===== src/rtl/flash_guard_pkg.sv =====
package flash_guard_pkg;

  localparam logic [7:0] OP_WREN = 8'h06;
  localparam logic [7:0] OP_WRDI = 8'h04;
  localparam logic [7:0] OP_RDSR = 8'h05;
  localparam logic [7:0] OP_WRSR = 8'h01;
  localparam logic [7:0] OP_PP   = 8'h02;
  localparam logic [7:0] OP_SE   = 8'h20;
  localparam logic [7:0] OP_BE   = 8'hD8;
  localparam logic [7:0] OP_CE   = 8'hC7;
  localparam logic [7:0] OP_DP   = 8'hB9;
  localparam logic [7:0] OP_RDP  = 8'hAB;

  // writable status bits: SRP (7) and protect field (4:2)
  localparam logic [7:0] SR_WRITABLE = 8'h9C;

  typedef enum logic [2:0] {
    K_WRSR = 3'd0,
    K_PP   = 3'd1,
    K_SE   = 3'd2,
    K_BE   = 3'd3,
    K_CE   = 3'd4
  } kind_e;

  typedef struct packed {
    logic setWel;
    logic clrWel;
    logic startOp;
    logic finishOp;
    logic applySr;
    logic setLock;
  } strobe_t;

endpackage


===== src/rtl/flash_guard_dp.sv =====
module flash_guard_dp
  import flash_guard_pkg::*;
#(
  parameter int ADDR_W   = 19,
  parameter int SECTOR_W = 12,
  parameter int BLOCK_W  = 16
) (
  input  logic              clk,
  input  logic              rstN,
  input  strobe_t           stb,
  input  logic [7:0]        srData,
  input  logic [7:0]        cmdOp,
  input  logic [ADDR_W-1:0] cmdAddr,
  input  logic              otpMode,
  output logic              wip,
  output logic              wel,
  output logic              srp,
  output logic              otpLock,
  output logic              addrProt,
  output logic [7:0]        statusReg
);

  localparam int FRAC_SHIFT = ADDR_W - 7;
  localparam logic [ADDR_W-1:0] ONE_A = {{(ADDR_W-1){1'b0}}, 1'b1};
  localparam logic [ADDR_W-1:0] SECTOR_MASK = (ONE_A << SECTOR_W) - ONE_A;
  localparam logic [ADDR_W-1:0] BLOCK_MASK  = (ONE_A << BLOCK_W) - ONE_A;

  logic       wipQ, welQ, lockQ;
  logic [7:0] nvQ;
  logic [2:0] bp;

  always_ff @(posedge clk or negedge rstN) begin
    if (!rstN) begin
      wipQ  <= 1'b0;
      welQ  <= 1'b0;
      lockQ <= 1'b0;
      nvQ   <= 8'h00;
    end else begin
      if (stb.startOp)       wipQ <= 1'b1;
      else if (stb.finishOp) wipQ <= 1'b0;
      if (stb.setWel)        welQ <= 1'b1;
      else if (stb.clrWel)   welQ <= 1'b0;
      if (stb.applySr)       nvQ  <= srData & SR_WRITABLE;
      if (stb.setLock)       lockQ <= 1'b1;
    end
  end

  assign bp = nvQ[4:2];

  // protected window is [protBase, top]; erase ranges are checked at their last byte
  logic [ADDR_W-1:0] lastAddr, protBase, protSize;
  always_comb begin
    unique case (cmdOp)
      OP_SE:   lastAddr = cmdAddr | SECTOR_MASK;
      OP_BE:   lastAddr = cmdAddr | BLOCK_MASK;
      default: lastAddr = cmdAddr;
    endcase
    protSize = ONE_A << (FRAC_SHIFT + int'(bp));
    protBase = (bp == 3'd7) ? '0 : ~(protSize - ONE_A);
    addrProt = (bp != 3'd0) && ((cmdOp == OP_CE) || (lastAddr >= protBase));
  end

  assign wip     = wipQ;
  assign wel     = welQ;
  assign srp     = nvQ[7];
  assign otpLock = lockQ;
  assign statusReg = {otpMode ? lockQ : nvQ[7], nvQ[6:2], nvQ[1:0] | {welQ, wipQ}};

  assert_lock_sticky_R8: assert property (@(posedge clk) disable iff (!rstN)
    lockQ |=> lockQ);

  assert_wel_gate_R2: assert property (@(posedge clk) disable iff (!rstN)
    stb.startOp |-> welQ);

endmodule


===== src/rtl/flash_guard_ctrl.sv =====
module flash_guard_ctrl
  import flash_guard_pkg::*;
#(
  parameter int ADDR_W     = 19,
  parameter int CNT_W      = 16,
  parameter int PUW_CYCLES = 20
) (
  input  logic              clk,
  input  logic              rstN,
  input  logic              cmdValid,
  input  logic [7:0]        cmdOp,
  input  logic [CNT_W-1:0]  cmdBits,
  input  logic [ADDR_W-1:0] cmdAddr,
  input  logic [7:0]        cmdData,
  input  logic              wpN,
  input  logic              otpMode,
  input  logic              opDone,
  input  logic              wip,
  input  logic              wel,
  input  logic              srp,
  input  logic              otpLock,
  input  logic              addrProt,
  output strobe_t           stb,
  output logic [7:0]        srData,
  output logic              opStart,
  output logic [2:0]        opKind,
  output logic [ADDR_W-1:0] opAddr,
  output logic              cmdAccept,
  output logic              cmdReject,
  output logic              deepPd,
  output logic              puwDone
);

  localparam int PUW_W = $clog2(PUW_CYCLES + 1);
  localparam logic [CNT_W-1:0] BYTE_MASK = CNT_W'(7);

  logic [PUW_W-1:0] puwCnt;
  always_ff @(posedge clk or negedge rstN) begin
    if (!rstN)        puwCnt <= '0;
    else if (!puwDone) puwCnt <= puwCnt + 1'b1;
  end
  assign puwDone = (puwCnt == PUW_W'(PUW_CYCLES));

  logic  dpQ, pendLockQ, accD, rejD, enterDp, exitDp;
  logic  isMod, isArray, isWrite, aligned, blocked;
  kind_e kindD, pendKindQ;

  always_comb begin
    unique case (cmdOp)
      OP_WRSR: kindD = K_WRSR;
      OP_PP:   kindD = K_PP;
      OP_SE:   kindD = K_SE;
      OP_BE:   kindD = K_BE;
      default: kindD = K_CE;
    endcase
    isArray = (cmdOp == OP_PP) || (cmdOp == OP_SE) || (cmdOp == OP_BE) || (cmdOp == OP_CE);
    isMod   = isArray || (cmdOp == OP_WRSR);
    isWrite = isMod || (cmdOp == OP_WREN);
    aligned = (cmdBits & BYTE_MASK) == '0;
    if (otpMode)      blocked = otpLock;
    else if (isArray) blocked = addrProt;
    else              blocked = srp && !wpN;
  end

  always_comb begin
    stb     = '0;
    accD    = 1'b0;
    rejD    = 1'b0;
    enterDp = 1'b0;
    exitDp  = 1'b0;
    if (wip && opDone) begin
      stb.finishOp = 1'b1;
      stb.clrWel   = 1'b1;
      if (pendKindQ == K_WRSR) begin
        stb.applySr = !pendLockQ;
        stb.setLock = pendLockQ;
      end
    end
    if (cmdValid) begin
      if (dpQ) begin
        if (cmdOp == OP_RDP) begin
          exitDp = 1'b1;
          accD   = 1'b1;
        end
      end else if (wip) begin
        accD = 1'b0;
      end else if (isWrite && !puwDone) begin
        rejD = 1'b1;
      end else if (isMod) begin
        if (!aligned || !wel) begin
          rejD = 1'b1;
        end else if (blocked) begin
          rejD       = 1'b1;
          stb.clrWel = 1'b1;
        end else begin
          accD        = 1'b1;
          stb.startOp = 1'b1;
        end
      end else begin
        unique case (cmdOp)
          OP_WREN: begin stb.setWel = 1'b1; accD = 1'b1; end
          OP_WRDI: begin stb.clrWel = 1'b1; accD = 1'b1; end
          OP_DP:   begin enterDp = 1'b1;    accD = 1'b1; end
          OP_RDSR, OP_RDP: accD = 1'b1;
          default: accD = 1'b0;
        endcase
      end
    end
  end

  kind_e opKindQ;
  always_ff @(posedge clk or negedge rstN) begin
    if (!rstN) begin
      dpQ       <= 1'b0;
      pendKindQ <= K_WRSR;
      pendLockQ <= 1'b0;
      srData    <= 8'h00;
      opStart   <= 1'b0;
      opKindQ   <= K_WRSR;
      opAddr    <= '0;
      cmdAccept <= 1'b0;
      cmdReject <= 1'b0;
    end else begin
      if (enterDp)     dpQ <= 1'b1;
      else if (exitDp) dpQ <= 1'b0;
      opStart   <= stb.startOp;
      cmdAccept <= accD;
      cmdReject <= rejD;
      if (stb.startOp) begin
        pendKindQ <= kindD;
        pendLockQ <= otpMode;
        srData    <= cmdData & SR_WRITABLE;
        opKindQ   <= kindD;
        opAddr    <= cmdAddr;
      end
    end
  end

  assign opKind = opKindQ;
  assign deepPd = dpQ;

  assert_puw_gate_R9: assert property (@(posedge clk) disable iff (!rstN)
    (stb.setWel || stb.startOp) |-> puwDone);

endmodule


===== src/rtl/flash_guard.sv =====
module flash_guard
  import flash_guard_pkg::*;
#(
  parameter int ADDR_W     = 19,
  parameter int CNT_W      = 16,
  parameter int PUW_CYCLES = 20,
  parameter int SECTOR_W   = 12,
  parameter int BLOCK_W    = 16
) (
  input  logic              clk,
  input  logic              rstN,
  input  logic              cmdValid,
  input  logic [7:0]        cmdOp,
  input  logic [CNT_W-1:0]  cmdBits,
  input  logic [ADDR_W-1:0] cmdAddr,
  input  logic [7:0]        cmdData,
  input  logic              wpN,
  input  logic              otpMode,
  input  logic              opDone,
  output logic              opStart,
  output logic [2:0]        opKind,
  output logic [ADDR_W-1:0] opAddr,
  output logic [7:0]        statusReg,
  output logic              cmdAccept,
  output logic              cmdReject,
  output logic              deepPd,
  output logic              puwDone
);

  strobe_t    stb;
  logic [7:0] srData;
  logic       wip, wel, srp, otpLock, addrProt;

  flash_guard_ctrl #(.ADDR_W(ADDR_W), .CNT_W(CNT_W), .PUW_CYCLES(PUW_CYCLES)) ctrl_i (
    .clk(clk), .rstN(rstN), .cmdValid(cmdValid), .cmdOp(cmdOp), .cmdBits(cmdBits),
    .cmdAddr(cmdAddr), .cmdData(cmdData), .wpN(wpN), .otpMode(otpMode), .opDone(opDone),
    .wip(wip), .wel(wel), .srp(srp), .otpLock(otpLock), .addrProt(addrProt),
    .stb(stb), .srData(srData), .opStart(opStart), .opKind(opKind), .opAddr(opAddr),
    .cmdAccept(cmdAccept), .cmdReject(cmdReject), .deepPd(deepPd), .puwDone(puwDone)
  );

  flash_guard_dp #(.ADDR_W(ADDR_W), .SECTOR_W(SECTOR_W), .BLOCK_W(BLOCK_W)) dp_i (
    .clk(clk), .rstN(rstN), .stb(stb), .srData(srData), .cmdOp(cmdOp), .cmdAddr(cmdAddr),
    .otpMode(otpMode), .wip(wip), .wel(wel), .srp(srp), .otpLock(otpLock),
    .addrProt(addrProt), .statusReg(statusReg)
  );

  assert_busy_start_R1: assert property (@(posedge clk) disable iff (!rstN)
    opStart |-> statusReg[0]);

  assert_byte_count_R4: assert property (@(posedge clk) disable iff (!rstN)
    $rose(statusReg[0]) |-> ($past(cmdValid) && ($past(cmdBits) % 8) == 0));

  assert_wel_done_R3: assert property (@(posedge clk) disable iff (!rstN)
    $fell(statusReg[0]) |-> !statusReg[1]);

  assert_dp_freeze_R7: assert property (@(posedge clk) disable iff (!rstN)
    deepPd |=> $stable(statusReg[6:0]));

endmodule


===== config.mk =====
export PLATFORM = sky130hd
export DESIGN_NAME = flash_guard
export DESIGN_NICKNAME = d
export VERILOG_FILES = /design/src/rtl/flash_guard_pkg.sv /design/src/rtl/flash_guard_dp.sv /design/src/rtl/flash_guard_ctrl.sv /design/src/rtl/flash_guard.sv
export SDC_FILE = /design/constraint.sdc
export NUM_CORES = 1
export LEC_CHECK = 0
export ABC_CLOCK_PERIOD_IN_PS = 3700
export BUFFER_PORTS_ARGS = -buffer_cell sky130_fd_sc_hd__buf_2
export CORE_UTILIZATION = 40
export DETAILED_ROUTE_END_ITERATION = 6
export GPL_ROUTABILITY_DRIVEN = 0
export HOLD_SLACK_MARGIN = 0.12
export PLACE_DENSITY = 0.66
export SYNTH_ARGS = -nofsm -noshare
export SYNTH_HDL_FRONTEND = slang
export SYNTH_SLANG_ARGS = --single-unit

===== constraint.sdc =====
create_clock -name clk -period 3.7 [get_ports clk]
set_input_delay 0.74 -clock clk [delete_from_list [all_inputs] [get_ports clk]]
set_output_delay 0.74 -clock clk [all_outputs]
set_load 0.03 [all_outputs]

==> flow_summary_export.csv <==
group,metric,value,unit
grt,use_met1,20.7,%
cts,cts_buffers,5,
worst_setup_path,crit_path_max_incr_delay,0.41,ns
route,drt_iter0_drc,79,
grt,grt-ovfl-total,0,
worst_setup_path,required,3.89,ns
sta,tns,0,ns
grt,grt_max_degree,44,
hold_path,holdCritPathClass,"reg2reg",
cts,tritoncts,"yes",
sta,timing.final.crit_share,93.6,%
cts,numClockSinks,43,
synth,ys.flop_type,"dfrtp_1",
grt,antenna_found_initial,0,
worst_setup_path,cp_data_arrival_time,3.65,ns
grt,grt_pass1_wl,9.54,mm
worst_setup_path,worst_path_max_delay_cell,"a2111oi_1",
sta,worst_clock_skew,0.00765,ns
status,violations,"design-rule violations",
cts,cts_root_buf,"clkbuf_8",
cts,cts_hold_buf,0,
layout,nets,433,
grt,use_met3,5.11,%
worst_setup_path,start_kind,"primary input",
status,outcome,"finished, violations left",
synth,yosysWarnings,0,
pwr,cellPowerDensity,302,mW/mm²
synth,ys_seq_area_share,39.3,%
synth,ys_ff_latch,43,
floorplan,core,0.00649,mm²
cts,worstSkewPairLatency,0.30,ns
route,drt_pass1_iterations,7,
route,wl_per_cell,13.2,µm
synth,syn-cell-area,0.00274,mm²
layout,areaGrowthSynthToFinish,26.0,%
grt,use_met2,29.3,%
pwr,irDropWorstVdd,0.000165,V
worst_setup_path,ff2ff_setup_slack,0.84,ns
sta,layout_min_cycle_time,3.46,ns
route,routed_wl,5.68,mm
grt,grt_busiest_layer,"met2",
sta,rsz0062_at_grt,"false",
synth,yosys.cell_types.count,56,
layout,diodes,0,
layout,layout_common_cells,"72 x buf_2, 43 x dfrtp_1, 22 x ha_1",
run,maxCapViolations,0,
sta,slew_headroom,37.8,%
placed_design,port_buffers,72,
hold_path,min_delay_worst_endpoint,"ctrl_i.opAddr[13]$_DFFE_PN0P_",
sta,max_freq,289,MHz
layout,mostFrequentLayoutCell,"buf_2",
floorplan,num_rows,29,
route,detail-route-antenna-nets,0,
worst_setup_path,crit_fanout,13,
sta,drv_slew,0,
grt,grt_usage,16.8,%
route,drc,5,
worst_setup_path,end_kind,"flip-flop",
hold_path,min_from,"ctrl_i.opAddr[13]$_DFFE_PN0P_",
route,vias,2220,
cts,cts-htree-levels,2,
pwr,power.leakage,1.82,nW
worst_setup_path,reg2reg_from,"dp_i.nvQ[3]$_DFFE_PN0P_",
floorplan,die_w,84.7,µm
hold_path,whs_path_depth,1,
floorplan,dieHeight,84.7,µm
placed_design,place_area,0.00332,mm²
placed_design,dp_hpwl,4.51,mm
floorplan,die-area,0.00718,mm²
grt,grt_pass1_vias,2115,
synth,synthCells,258,
floorplan,io_pins,92,
worst_setup_path,criticalPathCategory,"in2reg",
synth,async_flop_share,100,%
worst_setup_path,path_cells,"buf_2 > or4b_1 > o22ai_2 > and2_2 > buf_4 > or2_2 > ha_1 > a21oi_1 > o21ai_0 > a2111oi_1 > o31ai_1 > nor3_4 > buf_12 > mux2_2",
cts,clk_pin_slew_worst_paths,0.08,ns
floorplan,initial_core_util,42.2,%
synth,synth-edff-count,0,
worst_setup_path,r2r_cells,10,
worst_setup_path,r2r_end,"ctrl_i.srData[7]$_DFFE_PN0P_",
layout,finalInstanceArea,0.00345,mm²
cts,post_cts_buffers,0,
synth,synth_area_per_cell,10.6,µm²
sta,setup_viol,0,
route,vias_per_cell,5.14,
sta,tightest_slew,0.933,ns
layout,drive_above_1_share,41.1,%
sta,final_hold_viol_count,0,
cts,clockBufferDepth,2,
[per-stage QoR]
stage / worst slack [ns] / std cells / hold slack [ns] / utilization, % / total power, mW
final: 0.235 / 432 / 0.482 / 53.1 / 1.04
after global routing: 0.00915 / 432 / 0.496 / 53.1 / 1.09
after detailed placement: -0.225 / 424 / 0.466 / 51.1 / 0.611
after floorplan: 0.0734 / 269 / 0.443 / - / 0.555
after global placement: -0.190 / 424 / 0.462 / 51.1 / 0.609
after CTS: 0.106 / 432 / 0.486 / 53.1 / 1.06
[power breakdown]
group	total [mW]	internal, mW	switching, mW
registers	0.474	0.472	0.00187
logic	0.127	0.0575	0.0698
clock network	0.441	0.270	0.171
[layout make-up]
cell class / instances / area, µm²
sequential: 43 / 1080
tap: 77 / 96.3
clock inverter: 2 / 60.1
multi-input combinational: 203 / 1580
inverter: 10 / 37.5
timing repair buffer: 91 / 528
clock buffer: 6 / 72.6
fill: 616 / 3040
[kinds of logic (layout without fill, tap and decap cells)]
kind of cell | Yosys count | in the layout | share of synthesized area (%)
and+or+nand+nor | 89 | 89 | 19.2
other | 2 | 13 | 0.274
DFF | 43 | 43 | 39.3
xor gates and xnor gates | 7 | 7 | 2.24
AOI/OAI and AO/OA | 42 | 42 | 10.9
buffers and inverters | 23 | 109 | 4.80
muxes | 30 | 30 | 13.2
adders and majority gates | 22 | 22 | 10.1
[critical path, delay by kind of cell]
kind            cells  cell delay (ns)
mux                 1             0.34
simple gates        4             1.01
fa+ha+maj           1             0.19
buf+inv             3             0.47
compound gates      5             0.90
[state kept, by name (all words and copies together), names as in the netlist]
| register | cells |
|---|---|
| ctrl_i.pendKindQ | 3 |
| dp_i.nvQ | 4 |
| dp_i.wel | 1 |
| ctrl_i.cmdReject | 1 |
| ctrl_i.puwCnt | 5 |
| ctrl_i.opStart | 1 |
| ctrl_i.cmdAccept | 1 |
| ctrl_i.srData | 4 |
| ctrl_i.deepPd | 1 |
| ctrl_i.pendLockQ | 1 |
| dp_i.otpLock | 1 |
| dp_i.wip | 1 |
| ctrl_i.opAddr | 19 |
[routing by layer]
layer	part of all wire [%]	wire length, µm
met3	5.9	334
met2	49	2770
met1	45	2550
met5	0	0
met4	0.60	34
[synthesized netlist by cell type (2+ instances only)]
| library cell | count | area share, % |
|---|---|---|
| a21o_1 | 3 | 0.82 |
| a21oi_1 | 12 | 2.2 |
| and2_1 | 2 | 0.46 |
| and4_1 | 2 | 0.64 |
| buf_4 | 5 | 1.4 |
| buf_6 | 2 | 0.82 |
| clkbuf_1 | 5 | 0.69 |
| conb_1 | 2 | 0.27 |
| dfrtp_1 | 43 | 39 |
| ha_1 | 22 | 10 |
| inv_1 | 10 | 1.4 |
| mux2_1 | 12 | 4.9 |
| mux2_2 | 10 | 4.1 |
| mux2_4 | 7 | 3.8 |
| nand2_1 | 20 | 2.7 |
| nand2b_1 | 4 | 0.91 |
| nand3_1 | 8 | 1.5 |
| nand4_1 | 3 | 0.69 |
| nor2_1 | 10 | 1.4 |
| nor3_1 | 3 | 0.55 |
| nor4b_1 | 2 | 0.64 |
| o21ai_0 | 9 | 1.6 |
| o21bai_1 | 2 | 0.55 |
| o31ai_1 | 3 | 0.82 |
| o41a_1 | 2 | 0.82 |
| or2_2 | 17 | 3.9 |
| or3_1 | 2 | 0.46 |
| or3_4 | 2 | 0.82 |
| or4b_1 | 2 | 0.73 |
| xnor2_1 | 5 | 1.6 |
| xor2_1 | 2 | 0.64 |
[worst max-delay path by stage]
| stage | startpoint | end | cells after the start |
|---|---|---|---|
| finish | cmdOp[5] | ctrl_i.srData[7]$_DFFE_PN0P_ | 14 |
| global route | cmdOp[5] | ctrl_i.opAddr[15]$_DFFE_PN0P_ | 14 |
| CTS | cmdOp[1] | ctrl_i.opAddr[18]$_DFFE_PN0P_ | 14 |
| detailed placement | cmdOp[1] | ctrl_i.opAddr[15]$_DFFE_PN0P_ | 14 |
| global placement | cmdOp[1] | ctrl_i.opAddr[4]$_DFFE_PN0P_ | 14 |
| floorplan | cmdOp[0] | ctrl_i.opAddr[0]$_DFFE_PN0P_ | 14 |
[what timing repair did]
action                     in CTS  in global routing
hold endpoints to repair        0                  0
setup endpoints to repair       0                 26
gates resized for setup         0                  2
(Power assumes the default switching activity.)
